===== src/rtl/intr_route_pkg.sv =====
// Shared constants, register offsets and the source-to-level mapping
// for the multi-processor interrupt router.
package intr_route_pkg;

    localparam int          WORD_W     = 32;
    localparam int          NLVL       = 15;             // levels 1..15
    localparam int          GATE_BIT   = 31;             // global hard-interrupt gate
    localparam logic [31:0] VALID_SRC  = 32'h0FFF_FFFF;  // readable mask bits
    localparam int          LVL15_BIT  = 15;
    localparam int          TIMER_BIT  = 14;
    localparam logic [31:0] STORE_MASK = 32'hFFFF_8000;  // software-writable bits
    localparam int          NO_LVL_SRC = 27;             // first source without a level

    typedef enum logic [2:0] {
        SYS_PEND = 3'd0,
        SYS_MASK = 3'd1,
        SYS_MSET = 3'd2,
        SYS_MCLR = 3'd3,
        SYS_TGT  = 3'd4
    } sys_reg_e;

    typedef enum logic [2:0] {
        CPU_PEND = 3'd0,
        CPU_CLR  = 3'd1,
        CPU_SET  = 3'd2
    } cpu_reg_e;

    // Level reached by system source j; 0 means the source is never delivered.
    function automatic logic [3:0] src_level(input int j);
        if (j >= NO_LVL_SRC) return 4'd0;
        return 4'((j % NLVL) + 1);
    endfunction

endpackage


===== src/rtl/intr_level_map.sv =====
// Folds a vector of system sources onto processor levels.
// Output bit L-1 is set when any source mapping to level L is set.
// Assumes NSRC <= 32; purely combinational.
module intr_level_map
    import intr_route_pkg::*;
#(
    parameter int NSRC = 32
) (
    input  logic [NSRC-1:0] src,
    output logic [NLVL-1:0] lv
);

    // OR every source into the line of its mapped level.
    always_comb begin
        lv = '0;
        for (int j = 0; j < NSRC; j++) begin
            if (src[j] && src_level(j) != 4'd0)
                lv[int'(src_level(j)) - 1] = 1'b1;
        end
    end

endmodule


===== src/rtl/intr_sys_bank.sv =====
// System register bank: sampled source vector, disable mask with
// set/clear write offsets, and the target-processor field.
// Assumes NCPU is a power of two and at least 2.
module intr_sys_bank
    import intr_route_pkg::*;
#(
    parameter int NCPU  = 4,
    parameter int TGT_W = 2
) (
    input  logic              clk,
    input  logic              rst_n,
    input  logic              hit,
    input  logic              wr,
    input  logic [2:0]        reg_sel,
    input  logic [31:0]       wdata,
    input  logic [30:0]       sys_irq,
    output logic [31:0]       pend,
    output logic [31:0]       mask,
    output logic [TGT_W-1:0]  target,
    output logic [31:0]       rd_data
);

    // Sample the source levels every cycle; bit 31 is never a source.
    always_ff @(posedge clk) begin
        if (!rst_n) pend <= '0;
        else        pend <= {1'b0, sys_irq};
    end

    // Disable mask: separate offsets set and clear bits.
    always_ff @(posedge clk) begin
        if (!rst_n) begin
            mask <= ~VALID_SRC;
        end else if (hit && wr) begin
            if (reg_sel == SYS_MSET)      mask <= mask | wdata;
            else if (reg_sel == SYS_MCLR) mask <= mask & ~wdata;
        end
    end

    // Target field keeps only the bits that index a processor.
    always_ff @(posedge clk) begin
        if (!rst_n)                               target <= '0;
        else if (hit && wr && reg_sel == SYS_TGT) target <= wdata[TGT_W-1:0];
    end

    // Read view of the bank; write-only offsets read as zero.
    always_comb begin
        rd_data = '0;
        if (hit) begin
            case (reg_sel)
                SYS_PEND: rd_data = pend & ~(32'h1 << GATE_BIT);
                SYS_MASK: rd_data = mask & VALID_SRC;
                SYS_TGT:  rd_data = 32'(target);
                default:  rd_data = '0;
            endcase
        end
    end

endmodule


===== src/rtl/intr_cpu_bank.sv =====
// Per-processor bank: stored software and level-15 bits, sampled timer
// bit, pending read view and the registered level lines.
// Assumes hard_lv and raw_lv come from registered system state.
module intr_cpu_bank
    import intr_route_pkg::*;
(
    input  logic            clk,
    input  logic            rst_n,
    input  logic            hit,
    input  logic            wr,
    input  logic [2:0]      reg_sel,
    input  logic [31:0]     wdata,
    input  logic            timer_in,
    input  logic            is_target,
    input  logic            gate_closed,
    input  logic [NLVL-1:0] hard_lv,
    input  logic [NLVL-1:0] raw_lv,
    output logic [NLVL-1:0] level_out,
    output logic [31:0]     rd_data
);

    logic [31:0]     stored;
    logic            timer_q;
    logic [NLVL-1:0] next_lv;
    logic [NLVL-1:0] gated_lv;

    // Software-visible pending bits, changed only by set/clear writes.
    always_ff @(posedge clk) begin
        if (!rst_n) begin
            stored <= '0;
        end else if (hit && wr) begin
            if (reg_sel == CPU_SET)      stored <= stored | (wdata & STORE_MASK);
            else if (reg_sel == CPU_CLR) stored <= stored & ~(wdata & STORE_MASK);
        end
    end

    // Timer pending bit follows the timer input level.
    always_ff @(posedge clk) begin
        if (!rst_n) timer_q <= 1'b0;
        else        timer_q <= timer_in;
    end

    // Level-15 and timer requests, blocked while the global gate is closed.
    always_comb begin
        gated_lv = '0;
        if (!gate_closed) begin
            gated_lv[LVL15_BIT-1] = stored[LVL15_BIT];
            gated_lv[TIMER_BIT-1] = timer_q;
        end
    end

    // Combine software, gated local and steered hard requests.
    always_comb begin
        next_lv = stored[31:17] | gated_lv;
        if (is_target && !gate_closed) next_lv = next_lv | hard_lv;
    end

    // Registered level lines.
    always_ff @(posedge clk) begin
        if (!rst_n) level_out <= '0;
        else        level_out <= next_lv;
    end

    // Pending read view: stored bits, timer bit, and raw mapped levels when targeted.
    always_comb begin
        rd_data = '0;
        if (hit && reg_sel == CPU_PEND) begin
            rd_data = stored | (32'(timer_q) << TIMER_BIT);
            if (is_target) rd_data = rd_data | {16'h0, raw_lv, 1'b0};
        end
    end

endmodule


===== src/rtl/intr_route_top.sv =====
// Multi-processor interrupt router top: address decode, source masking
// and level mapping, steering to the target processor, registered read data.
// Assumes NCPU is a power of two, 2 <= NCPU < 2**(ADDR_W-5).
module intr_route_top
    import intr_route_pkg::*;
#(
    parameter int NCPU   = 4,
    parameter int ADDR_W = 8
) (
    input  logic                   clk,
    input  logic                   rst_n,
    input  logic                   bus_valid,
    input  logic                   bus_write,
    input  logic [ADDR_W-1:0]      bus_addr,
    input  logic [31:0]            bus_wdata,
    output logic [31:0]            bus_rdata,
    input  logic [30:0]            sys_irq,
    input  logic [NCPU-1:0]        cpu_timer,
    output logic [NCPU*NLVL-1:0]   cpu_level
);

    localparam int RGN_W = ADDR_W - 5;
    localparam int TGT_W = $clog2(NCPU);

    logic [RGN_W-1:0] region;
    logic [2:0]       reg_sel;
    logic             aligned;
    logic             sys_hit;
    logic [31:0]      pend_q;
    logic [31:0]      mask_q;
    logic [TGT_W-1:0] target_q;
    logic [31:0]      sys_rd;
    logic [31:0]      eff_pend;
    logic [NLVL-1:0]  hard_lv;
    logic [NLVL-1:0]  raw_lv;
    logic [31:0]      cpu_rd [NCPU];
    logic [31:0]      rd_any;

    // Split the address into bank region and register offset.
    assign region  = bus_addr[ADDR_W-1:5];
    assign reg_sel = bus_addr[4:2];
    assign aligned = (bus_addr[1:0] == 2'b00);
    assign sys_hit = aligned && (region == '0);

    intr_sys_bank #(
        .NCPU  (NCPU),
        .TGT_W (TGT_W)
    ) u_sys (
        .clk     (clk),
        .rst_n   (rst_n),
        .hit     (sys_hit),
        .wr      (bus_valid && bus_write),
        .reg_sel (reg_sel),
        .wdata   (bus_wdata),
        .sys_irq (sys_irq),
        .pend    (pend_q),
        .mask    (mask_q),
        .target  (target_q),
        .rd_data (sys_rd)
    );

    // Sources that are pending and not disabled.
    assign eff_pend = pend_q & ~mask_q;

    intr_level_map #(.NSRC(32)) u_map_eff (
        .src (eff_pend),
        .lv  (hard_lv)
    );

    intr_level_map #(.NSRC(32)) u_map_raw (
        .src (pend_q),
        .lv  (raw_lv)
    );

    for (genvar c = 0; c < NCPU; c++) begin : g_cpu
        intr_cpu_bank u_bank (
            .clk         (clk),
            .rst_n       (rst_n),
            .hit         (aligned && (region == RGN_W'(c + 1))),
            .wr          (bus_valid && bus_write),
            .reg_sel     (reg_sel),
            .wdata       (bus_wdata),
            .timer_in    (cpu_timer[c]),
            .is_target   (target_q == TGT_W'(c)),
            .gate_closed (mask_q[GATE_BIT]),
            .hard_lv     (hard_lv),
            .raw_lv      (raw_lv),
            .level_out   (cpu_level[c*NLVL +: NLVL]),
            .rd_data     (cpu_rd[c])
        );
    end

    // Merge the read views; only the addressed bank drives non-zero data.
    always_comb begin
        rd_any = sys_rd;
        for (int c = 0; c < NCPU; c++) rd_any = rd_any | cpu_rd[c];
    end

    // Read data register, loaded on every read request.
    always_ff @(posedge clk) begin
        if (!rst_n)                      bus_rdata <= '0;
        else if (bus_valid && !bus_write) bus_rdata <= rd_any;
    end

endmodule


===== config.mk =====
export PLATFORM = sky130hd
export DESIGN_NAME = intr_route_top
export DESIGN_NICKNAME = d
export VERILOG_FILES = /design/src/rtl/intr_route_pkg.sv /design/src/rtl/intr_level_map.sv /design/src/rtl/intr_sys_bank.sv /design/src/rtl/intr_cpu_bank.sv /design/src/rtl/intr_route_top.sv
export SDC_FILE = /design/constraint.sdc
export NUM_CORES = 1
export LEC_CHECK = 0
export ABC_AREA = 1
export ABC_CLOCK_PERIOD_IN_PS = 1900
export BUFFER_PORTS_ARGS = -buffer_cell sky130_fd_sc_hd__buf_4
export CAP_MARGIN = 20
export CORE_MARGIN = 1.5
export CORE_UTILIZATION = 56
export DETAILED_ROUTE_END_ITERATION = 7
export PLACE_DENSITY = 0.81
export SLEW_MARGIN = 20
export SYNTH_ARGS = -nofsm -noshare
export SYNTH_HDL_FRONTEND = slang
export SYNTH_SLANG_ARGS = --single-unit

===== constraint.sdc =====
create_clock -name clk -period 1.9 [get_ports clk]
set_clock_uncertainty 0.1 [all_clocks]
set_input_delay 0.19 -clock clk [delete_from_list [all_inputs] [get_ports clk]]
set_output_delay 0.19 -clock clk [all_outputs]
set_load 0.02 [all_outputs]

==> results of run 1 <==
## final cells by class
cell class / instances / share of cell area (%)
Tap cell: 225 / 2.18
Multi-Input combinational cell: 937 / 32.4
Clock inverter: 4 / 0.184
Sequential cell: 226 / 35.1
Clock buffer: 39 / 5.88
Timing Repair Buffer: 293 / 19.8
Inverter: 153 / 4.47
## through the flow
stage	util [%]	area [um2]	total power, uW	hold slack (ps)	cells
finish	75.1	12900	10300	66.5	1877
global route	75.1	12900	10500	71.3	1877
CTS	75.1	12900	10300	56.3	1877
detailed placement	66.2	11400	5630	274	1759
global placement	66.2	11400	5620	272	1759
floorplan	-	9790	5280	188	1407
## cell usage after synthesis, types with 4 or more instances
cell type | count | area [um2]
nand3_1 | 109 | 546
inv_2 | 10 | 37.5
clkbuf_1 | 35 | 131
nor2_4 | 5 | 56.3
nor2_1 | 119 | 447
o21ai_0 | 93 | 465
o21ai_1 | 23 | 115
buf_4 | 8 | 60.1
o21bai_1 | 4 | 30.0
buf_6 | 13 | 146
dfxtp_1 | 226 | 4520
nor2_2 | 4 | 25.0
inv_1 | 143 | 537
a21oi_1 | 211 | 1060
nand2_1 | 354 | 1330
buf_2 | 35 | 175
## report_power, final
group	total [uW]	switching [uW]	internal [uW]
logic	828	473	355
clock network	4590	1870	2720
registers	4840	43.5	4800
## cells by family after synthesis
group           after synthesis  share of synthesized area, %
simple gates                603                          25.4
buf+inv                     244                          11.1
compound gates              334                          17.2
flops                       226                          46.2
## worst reg2reg max path: stages (launching register included)
cell	delay [ps]
dfxtp_1	370
inv_1	80
nor2_1	230
nand3_1	120
nand2_1	410
o21ai_0	210
a21oi_1	150
## path summary, 6_finish.rpt
path | from | endpoint | slack (ps) | depth (start not counted)
worst max-delay path | u_sys.target[1] | bus_rdata[3] | 160 | 6
worst min-delay path | bus_addr[0] | bus_rdata[0] | 70 | 6
worst max register to register | u_sys.target[1] | bus_rdata[3] | 160 | 6
worst min register to register | flip-flop | flip-flop | 360 | 2
## cell usage in the layout (no fill, tap or decap)
master	instances
a21oi_1	211
and3_1	1
buf_12	13
buf_4	205
clkbuf_1	6
clkbuf_16	25
clkbuf_8	8
clkinv_2	3
clkinv_4	1
dfxtp_1	226
dlygate4sd3_1	75
inv_1	143
inv_2	9
inv_4	1
nand2_1	354
nand2_2	3
nand2_4	1
nand3_1	109
nand3_2	2
nand3b_1	1
nand4_1	3
nor2_1	118
nor2_2	4
nor2_4	6
nor3_1	1
o211ai_1	2
o21ai_0	93
o21ai_1	23
o21bai_1	4
o22ai_1	1
## what timing repair did
action	CTS	global route
hold buffers	75	0
hold endpoints to repair	144	0
resized for setup	0	0
endpoints found under the setup margin	0	0
## layer usage
| layer | global-route usage (%) | vias to the layer above | part of all wire, % |
|---|---|---|---|
| met5 | 0 | - | 0 |
| met4 | 16.2 | 0 | 4.8 |
| met3 | 5.13 | 112 | 8.9 |
| met2 | 58.5 | 645 | 49 |
| met1 | 42.0 | 4700 | 38 |
| li1 | - | 4931 | - |
==> summary.txt, run 1 <==
GRT
  – Initial antenna violation count: 0
  – GR Overflow Total: 0
  – Largest net degree at the start of global routing: 41
  – Vias in the first global route: 9633
  – Global-route wire length before repair: a little under 50000 um
  – GRT Resource Usage Total: between 30% and 40%

Floorplan
  – IO Count: around 170
  – Site row count: 48
  – Die area: between 15000 and 20000 um2
  – Initial Util: 57.0%
  – Die height: 135 um
  – Chip Width: around 140 um
  – Core area: around 17000 um2

Cells and area
  – Area of the multi-input gates: ~4200 um2
  – Share of layout cells above drive strength 1: about 17%
  – # fillers: around 1300
  – Reg area: between 4000 and 5000 um2
  – Antenna fix cells: 0
  – Final #Nets: about 1700
  – P&R area growth vs syn: 31.8%

Detailed routing
  – # DRC: 0
  – Vias/cell: between 5 and 6
  – Via count: just over 10000
  – Post-Route WL: about 32000 um
  – DRT antenna net count: 0
  – WL/cell: between 15 and 20 um
  – Initial DRC count: roughly 1200
  – Pre-Repair DR Iteration Count: 6

Setup path
  – CP required: 2250 ps
  – Crit path DAT: roughly 2100 ps
  – CP endpoint kind: flip-flop
  – Critical Path Fanout Max: 13
  – Max stage delay on crit path: between 400 and 500 ps
  – CP top delay family: simple AND/OR/NAND/NOR gates
  – WS Path Type: reg2reg
  – Slowest-stage cell, CP: nand2_1
  – Worst path cell trace: inv_1, nor2_1, nand3_1, nand2_1, o21ai_0, a21oi_1
  – CP bufs+invs: 1
  – CP Launch Type: flip-flop

Timing
  – Period minus WS final: around 1700 ps
  – Final period utilization: 91.6%
  – Setup ws final: roughly 160 ps
  – Slew Limit Fails: 0
  – Worst-margin pin slew: 632 ps
  – Fmax: 575 MHz
  – Setup TNS: 0 ps
  – Relative slew slack: 57.9%
  – Setup violators final: 0
  – Final Hold Fails: 0
  – RSZ-0062 raised after global routing: false

Logic synthesis
  – Register area share after synthesis: roughly 46%
  – Cell Area, Synth: 9790 um2
  – Ys async rst share: 0%
  – Number of synthesized flops with an enable pin: 0
  – Yosys Warn Count: 0
  – Register bit count reported by yosys: roughly 230
  – Number of distinct library cells after synthesis: 25
  – Synth Instances: approximately 1400
  – Net count after synthesis: between 1000 and 1500
  – Top_reg_cell synth: dfxtp_1
  – Mapped Avg Cell Area: slightly below 7 um2

Placed design
  – Buffers added on ports: 170
  – DPL Wire Length: between 20000 and 25000 um
  – GPL Wtd Cong: around 0.96
  – Pre-CTS setup slack: roughly 200 ps

Clocking
  – CTS tree: done
  – Postcts setup bufs: 0
  – Clk_lat worst skew: approximately 520 ps
  – CTS max path bufs: 3
  – Root Buffer: clkbuf_16
  – CTS sink count: 226
  – H-tree Lvls: 1
  – Worst-path clk slew: approximately 60 ps
  – Total CTS buffers: 24

Worst hold path
  – Hold Path Class: in2reg

Power
  – Peak VDD IR: about 0.00063 V
  – Pwr dens: around 800 nW/um2
  – P_leak: 0.00529 uW

Status
  – Status: completed

Job
  – Max_cap viols: 0
Note: power is estimated with default switching activity, not from simulation.
==> inputs of run 2 (changes only) <==
Settings changed: RECOVER_POWER from default to 25.
==> run 2 against run 1 <==
Via count down 0.21%; count of clock-buffer cells in the layout unchanged; power up 0.11%; sequential power about the same; final cell count unchanged; critical path depth unchanged; critical endpoint unchanged; largest cell class unchanged; largest power group unchanged.
==> summary.txt, run 2 (synthesis results as in run 1) <==
Status
  – Status: completed

Floorplan
  – Chip Width: 135 um (unchanged)
  – Die height: 135 um (unchanged)
  – Die area: 18300 um2 (unchanged)
  – IO Count: 171 (unchanged)
  – Initial Util: 57.0% (unchanged)
  – Site row count: 48 (unchanged)
  – Core area: 17200 um2 (unchanged)

Timing
  – RSZ-0062 raised after global routing: false
  – Setup violators final: 0 (unchanged)
  – Final Hold Fails: 0 (unchanged)
  – Slew Limit Fails: 0 (unchanged)
  – Fmax: 559 MHz (-2.7%)
  – Relative slew slack: 59.0% (+1.1 points)
  – Worst-margin pin slew: 609 ps (-23.1 ps)
  – Final period utilization: 94.2% (+2.6 points)
  – Period minus WS final: 1790 ps (+48.7 ps)
  – Setup TNS: 0 ps (unchanged)
  – Setup ws final: 111 ps (-48.7 ps)

Cells and area
  – Share of layout cells above drive strength 1: 14.1% (-2.9 points)
  – Commonest non-fill, non-tap cell in the layout: nand2_1
  – # fillers: 1383 (+4.2%)
  – Antenna fix cells: 0 (unchanged)
  – P&R area growth vs syn: 29.9%
  – Commonest cells after routing, fill and taps aside: nand2_1, dfxtp_1, a21oi_1, buf_4, inv_1
  – Final #Nets: 1714 (unchanged)

Detailed routing
  – DRT antenna net count: 0 (unchanged)
  – # DRC: 0 (unchanged)
  – Vias/cell: 5.52 (-0.21%)
  – Via count: 10366 (-0.21%)
  – Post-Route WL: 31700 um (+0.48%)
  – Pre-Repair DR Iteration Count: 6 (unchanged)
  – WL/cell: 16.9 um (+0.48%)
  – Initial DRC count: 1113 (-8.5%)

Clocking
  – Worst-path clk slew: 60 ps (about the same)
  – Postcts setup bufs: 0 (unchanged)
  – Root Buffer: clkbuf_16
  – Clk_lat worst skew: 520 ps (about the same)
  – CTS tree: done
  – CTS sink count: 226 (unchanged)
  – Hold buffer count at CTS: 75 (unchanged)
  – Total CTS buffers: 24 (unchanged)
  – H-tree Lvls: 1 (unchanged)
  – CTS max path bufs: 3 (unchanged)
  – Post-CTS Resized: 0 (unchanged)

Power
  – Clock network fraction of total power: 44.8% (about the same)
  – Switching Fraction: 23.4% (+0.098 points)
  – Internal power: 7870 uW (about the same)
  – Pwr dens: 808 nW/um2 (+1.6%)
  – P_leak: 0.00508 uW (-3.9%)
  – Seq pwr share: 47.2% (about the same)
  – Peak VDD IR: 0.000633 V (+0.72%)
  – Switching power: 2400 uW (+0.53%)
  – Logic pwr share: 8.1% (about the same)

Setup path
  – CP endpoint kind: flip-flop
  – Crit path DAT: 2140 ps (+50 ps)
  – Worst path cell trace: inv_1, nor2_1, nand3_1, nand2_1, o21ai_0, a21oi_1
  – CP required: 2250 ps (about the same)
  – Slowest-stage cell, CP: nand2_1
  – WS Path Type: reg2reg
  – Max stage delay on crit path: 430 ps (+20 ps)
  – Critical Path Fanout Max: 13 (unchanged)
  – CP Launch Type: flip-flop

GRT
  – GRT Resource Usage Total: 34.1% (unchanged)
  – Global-route wire length before repair: 48900 um (unchanged)
  – Largest net degree at the start of global routing: 41 (unchanged)
  – Vias in the first global route: 9633 (unchanged)
  – GR Overflow Total: 0 (unchanged)
  – Initial antenna violation count: 0 (unchanged)

Job
  – Max_cap viols: 0 (unchanged)

Placed design
  – Buffers added on ports: 170 (unchanged)
  – Pre-CTS setup slack: 200 ps (unchanged)
  – GPL Wtd Cong: 0.959 (unchanged)
  – DPL Wire Length: 21000 um (unchanged)

Worst hold path
  – Hold Path Class: in2reg
==> run 2: changes by cell type in the layout (fill, tap and decap cells not counted), sizes merged <==
cell    delta
buf       -50
clkbuf    +50
==> run 2: power by group through the flow <==
stage               Combinational (uW)  Sequential, uW  Clock [uW]
global placement                   676            4950           0
global route                       881            4850        4800
finish                             827            4850        4600
CTS                                809            4840        4600
detailed placement                 683            4950           0
floorplan                          319            4960           0
==> run 2: final cells by class <==
| type | count | area (um2) | share of cell area (%) |
|---|---|---|---|
| Clock buffer | 39 | 758 | 5.96 |
| Timing Repair Buffer | 293 | 2360 | 18.6 |
| Inverter | 153 | 577 | 4.54 |
| Tap cell | 225 | 282 | 2.21 |
| Sequential cell | 226 | 4520 | 35.6 |
| Clock inverter | 4 | 23.8 | 0.187 |
| Multi-Input combinational cell | 937 | 4190 | 32.9 |
==> run 2: routing by layer <==
layer	track usage (%)	part of all wire, %
met1	42.0	38
met2	58.5	48
met3	5.13	8.8
met4	16.2	4.8
met5	0	0
==> run 2: path summary, 6_finish.rpt <==
path                   startpoint            to  slack [ps]  depth (start not counted)
hold reg to reg         flip-flop     flip-flop         360                          2
hold / removal        bus_addr[0]  bus_rdata[0]          80                          6
setup / recovery  u_sys.target[1]  bus_rdata[3]         110                          6
setup reg to reg  u_sys.target[1]  bus_rdata[3]         110                          6
==> run 2: metrics by stage <==
| step | area (um2) | instances | hold slack, ps | util (%) | total power [uW] |
|---|---|---|---|---|---|
| floorplan | 9790 | 1407 | 188 | - | 5280 |
| global placement | 11400 | 1759 | 272 | 66.2 | 5620 |
| detailed placement | 11400 | 1759 | 274 | 66.2 | 5630 |
| CTS | 12900 | 1877 | 56.3 | 75.1 | 10300 |
| global route | 12700 | 1877 | 71.3 | 74.0 | 10500 |
| finish | 12700 | 1877 | 77.6 | 74.0 | 10300 |
==> run 2: critical path, delay by kind of cell, from the launching register on <==
family	cells	cell delay, ps
AOI/OAI and AO/OA	2	390
DFF	1	370
buffers and inverters	1	80
and+or+nand+nor	3	780
==> inputs of run 3 (changes only) <==
Settings changed: ABC_CLOCK_PERIOD_IN_PS 1900 to 1500, CORE_UTILIZATION 56 to 51, PLACE_DENSITY 0.81 to 0.78.
Clock period 1.9 ns to 1.5 ns, I/O delays scaled along.
==> run 3 against run 2 <==
Combinational power increased by 27%; first-iteration DRC count decreased by 6.0%; register-to-register slack about the same; non-clock buffer count increased by 18; largest power group unchanged; highest routed layer unchanged; worst setup slack got worse by 21 ps; power increased by 26%; design area increased by 3.0%; hold slack got worse by 29 ps.
==> summary.txt, run 3 (synthesis results as in run 1) <==
Detailed routing
  – Max layer used: met4
  – Initial DRC count: 1046 (-6.0%)
  – Routed wl met3: 2330 um (-17%)
  – Post-Route WL: 31600 um (-0.11%)
  – Vias/cell: 5.45 (-1.3%)
  – Via count: 10373 (+0.068%)
  – # DRC: 0 (unchanged)
  – DRT antenna net count: 0 (unchanged)
  – Pre-Repair DR Iteration Count: 6 (unchanged)
  – Met1 wire length: 12400 um (+2.6%)
  – WL/cell: 16.6 um (-1.5%)
  – Detailed route wirelength on metal2: 15100 um (-1.4%)

Setup path
  – CP required: 1840 ps (-410 ps)
  – Crit path DAT: 1750 ps (-390 ps)
  – WS Path Type: in2reg
  – Critical Path Fanout Max: 43 (+30)
  – CP endpoint kind: flip-flop
  – CP Launch Type: input pin

Clocking
  – CTS sink count: 226 (unchanged)
  – Root Buffer: clkbuf_16
  – CTS tree: done
  – Worst-path clk slew: 70 ps (about the same)
  – Total CTS buffers: 23 (-4.2%)
  – CTS max path bufs: 3 (unchanged)
  – Postcts setup bufs: 0 (unchanged)
  – Clk_lat worst skew: 520 ps (about the same)
  – H-tree Lvls: 1 (unchanged)

Timing
  – Fmax: around 710 MHz
  – Setup violators final: 0 (unchanged)
  – Period minus WS final: about 1400 ps
  – Final Hold Fails: 0 (unchanged)
  – Setup ws final: 89.5 ps (-21.5 ps)
  – Final period utilization: about 94%
  – Relative slew slack: 59.2% (+0.17 points)
  – Worst-margin pin slew: 612 ps (+3.14 ps)
  – RSZ-0062 raised after global routing: false
  – Slew Limit Fails: 0 (unchanged)

Cells and area
  – Area of the multi-input gates: 4200 um2 (+0.36%)
  – Reg area: 4530 um2 (+0.11%)
  – P&R area growth vs syn: 33.7%
  – Commonest cells after routing, fill and taps aside: nand2_1, dfxtp_1, buf_4, a21oi_1, inv_1
  – Share of layout cells above drive strength 1: 18.8% (+4.7 points)
  – # fillers: 1560 (+13%)
  – Final #Nets: 1731 (+0.99%)
  – Commonest non-fill, non-tap cell in the layout: nand2_1

Placed design
  – GPL Wtd Cong: 0.951 (-0.92%)
  – Pre-CTS setup slack: -197 ps (-397 ps)
  – Buffers added on ports: 170 (unchanged)
  – DPL Wire Length: 21200 um (+1.1%)

Power
  – Final Total Pwr: 13000 uW (+26%)
  – Pwr dens: 991 nW/um2 (+23%)
  – Peak VDD IR: 0.000781 V (+23%)
  – P_leak: 0.00539 uW (+6.1%)

GRT
  – Vias in the first global route: 9815 (+1.9%)
  – Largest net degree at the start of global routing: 60 (+46%)
  – GRT Resource Usage Total: 31.2% (-2.8 points)
  – GR Overflow Total: 0 (unchanged)
  – Global-route wire length before repair: 49600 um (+1.4%)
  – Initial antenna violation count: 1 (+1)

Floorplan
  – Initial Util: 52.2% (-4.8 points)
  – Core area: 18800 um2 (+9.3%)
  – Chip Width: 142 um (+4.7%)
  – IO Count: 171 (unchanged)
  – Die height: 142 um (+4.7%)
  – Site row count: 50 (+4.2%)
  – Die area: 20000 um2 (+9.6%)

Job
  – Max_cap viols: 0 (unchanged)

Worst hold path
  – Hold Path Class: in2reg

Status
  – Status: completed
run 3: cell types whose count changed in the layout (fill, tap and decap cells not counted), sizes merged, moves of 2 or more:
cell,delta
buf,+71
clkbuf,-54
dlygate4sd3,-6
bufinv,+2
run 3: layer usage:
layer,global-route usage (%),vias up
met1,38.1,4759
met4,17.6,0
met3,4.52,119
met2,52.9,514
li1,-,4981
met5,0,-
run 3: final cells by class:
class	instances	share of cell area [%]
Inverter	153	4.41
Antenna cell	1	0.0191
Clock inverter	9	0.803
Timing Repair Buffer	311	20.8
Sequential cell	226	34.6
Tap cell	234	2.24
Multi-Input combinational cell	937	32.1
Clock buffer	32	5.04
run 3: worst max-delay path, cell delays in order:
cell	delay (ps)
dlygate4sd3_1	560
clkbuf_1	290
inv_4	90
clkbuf_4	360
nor2_1	270
run 3: path summary, 6_finish.rpt:
kind	start	slack, ps	to	cells past startpoint
setup / recovery	rst_n	90	g_cpu[0].u_bank.level_out[3]	5
hold / removal	bus_addr[4]	50	u_sys.target[1]	5
setup reg to reg	u_sys.target[1]	100	bus_rdata[12]	8
hold reg to reg	flip-flop	360	flip-flop	2
run 3: stage by stage:
step	hold slack (ps)	TNS (ps)	instance area [um2]	cells	utilization (%)
after floorplan	148	0	9790	1407	-
after global placement	234	-924	11600	1792	62.1
after detailed placement	234	-3040	11600	1792	62.1
after CTS	49.8	0	13100	1902	69.8
after global routing	97.3	0	13100	1903	69.7
final	48.8	0	13100	1903	69.7
run 3: power breakdown:
part,switching [uW],internal [uW],leakage [uW]
sequential,54.5,6080,0.00183
combinational,597,454,0.00318
clock,2370,3420,0.000377
run 3: timing repair:
| action | CTS | global route |
|---|---|---|
| hold endpoints to repair | 135 | 0 |
| hold buffers | 69 | 0 |
| resized for setup | 1 | 11 |
| setup endpoints to repair | 3 | 34 |
